## src/rtl/hyb_pkg.sv

```systemverilog
package hyb_pkg;
  typedef logic [1:0] ctr_t;

  localparam ctr_t CTR_WNT = 2'b01;

  function automatic ctr_t ctr_next(ctr_t cur, logic up);
    if (up) return (cur == 2'b11) ? cur : cur + 2'b01;
    else    return (cur == 2'b00) ? cur : cur - 2'b01;
  endfunction

  function automatic logic ctr_dir(ctr_t cur);
    return cur[1];
  endfunction
endpackage

```

## src/rtl/hyb_ctr_tbl.sv

```systemverilog
module hyb_ctr_tbl
  import hyb_pkg::*;
#(
  parameter int   IDX_W = 6,
  parameter ctr_t INIT  = CTR_WNT
) (
  input  logic             clk_i,
  input  logic             rst_ni,
  input  logic [IDX_W-1:0] rd_idx_i,
  output logic             rd_dir_o,
  input  logic             wr_en_i,
  input  logic [IDX_W-1:0] wr_idx_i,
  input  logic             wr_up_i
);
  localparam int DEPTH = 1 << IDX_W;

  ctr_t mem_q [DEPTH];
  ctr_t wr_cur;

  assign wr_cur   = mem_q[wr_idx_i];
  assign rd_dir_o = ctr_dir(mem_q[rd_idx_i]);

  always_ff @(posedge clk_i or negedge rst_ni) begin
    if (!rst_ni) begin
      for (int i = 0; i < DEPTH; i++) mem_q[i] <= INIT;
    end else if (wr_en_i) begin
      mem_q[wr_idx_i] <= ctr_next(wr_cur, wr_up_i);
    end
  end

  a_r2_top_sat: assert property (@(posedge clk_i) disable iff (!rst_ni)
    (wr_en_i && wr_up_i && wr_cur == 2'b11) |=> mem_q[$past(wr_idx_i)] == 2'b11);

  a_r2_bot_sat: assert property (@(posedge clk_i) disable iff (!rst_ni)
    (wr_en_i && !wr_up_i && wr_cur == 2'b00) |=> mem_q[$past(wr_idx_i)] == 2'b00);

  a_r2_step_up: assert property (@(posedge clk_i) disable iff (!rst_ni)
    (wr_en_i && wr_up_i && wr_cur != 2'b11) |=> mem_q[$past(wr_idx_i)] == $past(wr_cur) + 2'b01);

  a_r2_step_dn: assert property (@(posedge clk_i) disable iff (!rst_ni)
    (wr_en_i && !wr_up_i && wr_cur != 2'b00) |=> mem_q[$past(wr_idx_i)] == $past(wr_cur) - 2'b01);
endmodule

```

## src/rtl/hyb_ghr.sv

```systemverilog
module hyb_ghr #(
  parameter int K = 4
) (
  input  logic         clk_i,
  input  logic         rst_ni,
  input  logic         shift_en_i,
  input  logic         shift_bit_i,
  input  logic         fix_en_i,
  input  logic [K-1:0] fix_ghr_i,
  input  logic         fix_taken_i,
  output logic [K-1:0] ghr_o
);
  logic [K-1:0] ghr_q;

  always_ff @(posedge clk_i or negedge rst_ni) begin
    if (!rst_ni)         ghr_q <= '0;
    else if (fix_en_i)   ghr_q <= {fix_ghr_i[K-2:0], fix_taken_i};
    else if (shift_en_i) ghr_q <= {ghr_q[K-2:0], shift_bit_i};
  end

  assign ghr_o = ghr_q;

  a_r6_shift: assert property (@(posedge clk_i) disable iff (!rst_ni)
    (shift_en_i && !fix_en_i) |=> ghr_o[K-1:1] == $past(ghr_o[K-2:0]) && ghr_o[0] == $past(shift_bit_i));

  a_r6_hold: assert property (@(posedge clk_i) disable iff (!rst_ni)
    (!shift_en_i && !fix_en_i) |=> $stable(ghr_o));

  a_r7_restore: assert property (@(posedge clk_i) disable iff (!rst_ni)
    fix_en_i |=> ghr_o == K'({$past(fix_ghr_i), $past(fix_taken_i)}));
endmodule

```

## src/rtl/hyb_bpred.sv

```systemverilog
module hyb_bpred
  import hyb_pkg::*;
#(
  parameter int IDX_W = 6,
  parameter int K     = 4
) (
  input  logic             clk_i,
  input  logic             rst_ni,
  input  logic             pred_valid_i,
  input  logic [IDX_W-1:0] pred_pc_i,
  output logic             pred_taken_o,
  output logic             pred_bim_o,
  output logic             pred_gsh_o,
  output logic [K-1:0]     pred_ghr_o,
  input  logic             upd_valid_i,
  input  logic [IDX_W-1:0] upd_pc_i,
  input  logic             upd_taken_i,
  input  logic             upd_bim_i,
  input  logic             upd_gsh_i,
  input  logic [K-1:0]     upd_ghr_i,
  input  logic             fix_valid_i,
  input  logic [K-1:0]     fix_ghr_i,
  input  logic             fix_taken_i
);
  localparam int HASH_PAD = IDX_W - K;

  logic [K-1:0]     ghr;
  logic [IDX_W-1:0] gsh_rd_idx, gsh_wr_idx;
  logic             bim_dir, gsh_dir, cho_dir;
  logic             cho_wr_en;

  assign gsh_rd_idx = pred_pc_i ^ {{HASH_PAD{1'b0}}, ghr};
  assign gsh_wr_idx = upd_pc_i  ^ {{HASH_PAD{1'b0}}, upd_ghr_i};
  assign cho_wr_en  = upd_valid_i && (upd_bim_i != upd_gsh_i);

  hyb_ctr_tbl #(.IDX_W(IDX_W), .INIT(CTR_WNT)) u_bim (
    .clk_i, .rst_ni,
    .rd_idx_i(pred_pc_i), .rd_dir_o(bim_dir),
    .wr_en_i(upd_valid_i), .wr_idx_i(upd_pc_i), .wr_up_i(upd_taken_i)
  );

  hyb_ctr_tbl #(.IDX_W(IDX_W), .INIT(CTR_WNT)) u_gsh (
    .clk_i, .rst_ni,
    .rd_idx_i(gsh_rd_idx), .rd_dir_o(gsh_dir),
    .wr_en_i(upd_valid_i), .wr_idx_i(gsh_wr_idx), .wr_up_i(upd_taken_i)
  );

  // MSB set selects the global component
  hyb_ctr_tbl #(.IDX_W(IDX_W), .INIT(CTR_WNT)) u_cho (
    .clk_i, .rst_ni,
    .rd_idx_i(pred_pc_i), .rd_dir_o(cho_dir),
    .wr_en_i(cho_wr_en), .wr_idx_i(upd_pc_i), .wr_up_i(upd_gsh_i == upd_taken_i)
  );

  hyb_ghr #(.K(K)) u_ghr (
    .clk_i, .rst_ni,
    .shift_en_i(pred_valid_i), .shift_bit_i(pred_taken_o),
    .fix_en_i(fix_valid_i), .fix_ghr_i(fix_ghr_i), .fix_taken_i(fix_taken_i),
    .ghr_o(ghr)
  );

  assign pred_bim_o   = bim_dir;
  assign pred_gsh_o   = gsh_dir;
  assign pred_ghr_o   = ghr;
  assign pred_taken_o = cho_dir ? gsh_dir : bim_dir;

  a_r3_agree: assert property (@(posedge clk_i) disable iff (!rst_ni)
    (pred_bim_o == pred_gsh_o) |-> pred_taken_o == pred_bim_o);

  a_r3_from_comp: assert property (@(posedge clk_i) disable iff (!rst_ni)
    (pred_taken_o == pred_bim_o) || (pred_taken_o == pred_gsh_o));
endmodule

```

## config.mk

```make
export PLATFORM = sky130hd
export DESIGN_NAME = hyb_bpred
export DESIGN_NICKNAME = d
export VERILOG_FILES = /design/src/rtl/hyb_pkg.sv /design/src/rtl/hyb_ctr_tbl.sv /design/src/rtl/hyb_ghr.sv /design/src/rtl/hyb_bpred.sv
export SDC_FILE = /design/constraint.sdc
export NUM_CORES = 1
export LEC_CHECK = 0
export BUFFER_PORTS_ARGS = -buffer_cell sky130_fd_sc_hd__buf_2
export CAP_MARGIN = 15
export CORE_ASPECT_RATIO = 1.2
export CORE_MARGIN = 2
export CORE_UTILIZATION = 43
export CTS_CLUSTER_SIZE = 24
export DETAILED_ROUTE_END_ITERATION = 16
export PLACE_DENSITY = 0.68
export SYNTH_ARGS = -nofsm -noshare
export SYNTH_HDL_FRONTEND = slang
export SYNTH_SLANG_ARGS = --single-unit
```

## constraint.sdc

```tcl
create_clock -name clk_i -period 5.85 [get_ports clk_i]
set_clock_uncertainty 0.15 [all_clocks]
set_input_delay 0.8775 -clock clk_i [delete_from_list [all_inputs] [get_ports clk_i]]
set_output_delay 0.8775 -clock clk_i [all_outputs]
set_load 0.01 [all_outputs]
```

==> flow_metrics.py <==
metrics = {
    "worst_hold_path": {
        "worstHoldPathType": "in -> async",
    },
    "detailed_routing": {
        "firstDrtPassIters": 5,
        "drc": 0,
        "drt-total-wl_um": 61100,
        "viasPerCell": 6.14,
        "post_drt_wl_per_cell_um": 22.3,
        "via_count": 16818,
        "ant_nets": 0,
        "drt_iter0_markers": 1652,
    },
    "job": {
        "maxCapViolCount": 0,
    },
    "cells_and_area": {
        "final_cell_mix": "nand2_1, nor2_1, a21oi_1",
        "multi_input_area_um2": 9550,
        "num-fill-cells": 4234,
        "regArea_um2": 9950,
        "nets": 2111,
        "final_common_cell": "nand2_1",
        "drive_above_1_share_pct": 23.0,
        "instances_no_fill": 2740,
        "final_area_um2": 22500,
        "syn2layout_area_growth_pct": 11.2,
    },
    "sta": {
        "max_freq_mhz": 206,
        "hold_viol_final": 0,
        "drv_slew": 0,
        "fin_setup_tns_ps": 0,
        "fin_crit_ps": 4850,
        "period_share_pct": 82.9,
        "tightest_slew_ps": 1190,
        "maxSlewHeadroom_pct": 20.3,
        "layout_setup_ws_ps": 1000,
        "grt_setup_unrepaired": "false",
        "setup_violations": 0,
    },
    "floorplanning": {
        "pin_count": 36,
        "design.core.area_um2": 46700,
        "rows": 87,
        "die_w_um": 202,
        "die_h_um": 241,
        "start_util_pct": 43.2,
        "dieArea_um2": 48700,
    },
    "cts": {
        "cts_tree": "yes",
        "clock-root-buffer": "clkbuf_16",
        "cts_buffers": 43,
        "max-clock-path-buffers": 3,
        "clk_latency_ps": 570,
        "post_cts_buffers": 0,
        "htree_levels": 2,
        "cts.clk_slew.worst_paths_ps": 70,
        "post_cts_resized": 0,
        "holdBufCountCts": 0,
        "cts.sinks": 388,
    },
    "critical_path": {
        "worstReg2RegEnd": "u_gsh.mem_q[114]",
        "rr_worst_depth": 8,
        "start_kind": "input pin",
        "cp-end-kind": "output port",
        "cp.required_ps": 4820,
        "critPathKind": "in -> out",
        "crit_arrival_ps": 3820,
        "reg2reg_setup_slack_ps": 2350,
        "r2r-start": "u_gsh.mem_q[33]",
        "crit_fanout": 22,
    },
    "synthesis": {
        "syn_avg_cell_area_um2": 9.69,
        "ys_ff_latch": 388,
        "synthesis.instances": 2083,
        "yosysSeqAreaShare_pct": 49.3,
        "ys.flop_type": "dfrtp_1",
        "yosys_warnings": 0,
        "netlist_area_um2": 20200,
        "synth_edf_count": 0,
        "yosys.cell_types.count": 64,
        "syn-num-nets": 2112,
        "async_reset_ff_share_pct": 100,
    },
    "global_routing": {
        "grt_max_degree": 146,
        "grt_pass1_wl_um": 96000,
        "grt_pass1_vias": 16822,
        "antenna_found_initial": 3,
        "overflow": 0,
        "track_usage_pct": 25.4,
    },
    "power": {
        "p_leak_nw": 8.68,
        "finalPower_w": 0.00806,
        "power.density_nw_per_um2": 359,
        "irDropWorstVdd_mv": 0.238,
    },
    "placed_design": {
        "place_inst": 2659,
        "post_dp_cell_area_um2": 21000,
        "place_ws_ps": 875,
        "gp_congestion": 0.908,
        "dpl.hpwl_um": 39500,
        "port_buffers": 34,
    },
    "status": {
        "status": "completed",
    },
}
==> synthesized netlist by cell type, types with 3 or more instances <==
cell type / instances / area share [%]
a211oi_1: 3 / 0.11
a21oi_1: 227 / 5.6
a221o_1: 4 / 0.20
a221oi_1: 34 / 1.5
a222oi_1: 3 / 0.15
a22o_1: 8 / 0.35
a22oi_1: 42 / 1.6
a311oi_1: 3 / 0.13
a31oi_1: 35 / 1.1
and2_1: 7 / 0.22
and3_1: 6 / 0.19
buf_1: 10 / 0.19
buf_2: 32 / 0.79
buf_4: 6 / 0.22
buf_6: 21 / 1.2
clkbuf_1: 69 / 1.3
dfrtp_1: 196 / 24
dfstp_2: 192 / 25
inv_1: 6 / 0.11
maj3_1: 3 / 0.15
mux2_2: 23 / 1.3
mux2i_1: 35 / 1.7
mux4_2: 85 / 9.5
nand2_1: 347 / 6.5
nand2b_1: 6 / 0.19
nand3_1: 24 / 0.60
nand4_1: 7 / 0.22
nor2_1: 324 / 6.0
nor2b_1: 12 / 0.37
nor3_1: 15 / 0.37
nor4_1: 5 / 0.15
o211ai_1: 3 / 0.11
o21ai_0: 151 / 3.7
o21ai_1: 62 / 1.5
o221ai_1: 3 / 0.13
o22ai_1: 10 / 0.31
o2bb2ai_1: 4 / 0.17
o31ai_1: 15 / 0.56
or4_1: 3 / 0.11
xnor2_1: 6 / 0.26
xor2_1: 6 / 0.26
xor2_4: 3 / 0.41
==> sequential cells by signal, summed over array words and instances, names as in the netlist <==
name and count:
u_ghr.ghr_o 4, u_bim.mem_q 128, u_gsh.mem_q 128, u_cho.mem_q 128
==> worst max-delay path: stages <==
cell	delay [ps]
buf_2	440
buf_12	320
mux4_2	530
a22oi_1	280
a21oi_1	150
nor4_1	690
nand2_1	120
o21ai_0	190
buf_2	210
==> how the worst max path moves through the flow <==
stage | to | slack [ps] | cells past startpoint | start
final | pred_taken_o | 1000 | 9 | pred_pc_i[0]
after detailed placement | u_gsh.mem_q[114] | 880 | 10 | upd_pc_i[0]
after floorplan | pred_taken_o | 1490 | 8 | pred_pc_i[0]
after CTS | pred_taken_o | 1000 | 9 | pred_pc_i[0]
after global placement | u_gsh.mem_q[16] | 990 | 12 | upd_pc_i[0]
after global routing | pred_taken_o | 800 | 9 | pred_pc_i[0]
==> power breakdown <==
part	internal (W)	switching, W
registers	0.00335	0.000360
logic	0.000679	0.000944
clock network	0.00160	0.00112
==> metrics by stage <==
step | hold slack (ps) | util (%)
finish | 272 | 48.1
floorplan | 289 | -
detailed placement | 302 | 45.1
CTS | 288 | 48.1
global route | 322 | 48.1
global placement | 298 | 45.1
==> layer usage <==
layer  routed length [µm]  part of all wire (%)  track usage (%)  up-vias
met3                 5280                   8.6             4.64      226
met4                 3320                   5.4             14.6        2
met2                29400                    48             41.7      897
li1                     -                     -                -     7487
met1                23100                    38             31.8     8206
met5                   22                 0.036                0        -
==> cell type report <==
class | count | area share (%)
timing repair buffer | 93 | 3.35
clock inverter | 16 | 0.719
clock buffer | 62 | 5.51
antenna | 2 | 0.0223
multi-input combinational | 1550 | 42.5
tap | 623 | 3.47
sequential | 388 | 44.3
inverter | 6 | 0.100
==> cells by family (layout without fill, tap and decap cells) <==
group / Yosys count / count (layout) / share of synthesized area, %
compound gates: 621 / 621 / 17.9
other cells: 0 / 2 / 0
mux: 145 / 145 / 12.6
flops: 388 / 388 / 49.3
xor+xnor: 16 / 16 / 1.01
simple gates: 764 / 764 / 15.2
fa+ha+maj: 4 / 4 / 0.205
buf+inv: 145 / 177 / 3.79
Note: power is estimated with default switching activity, not from simulation.
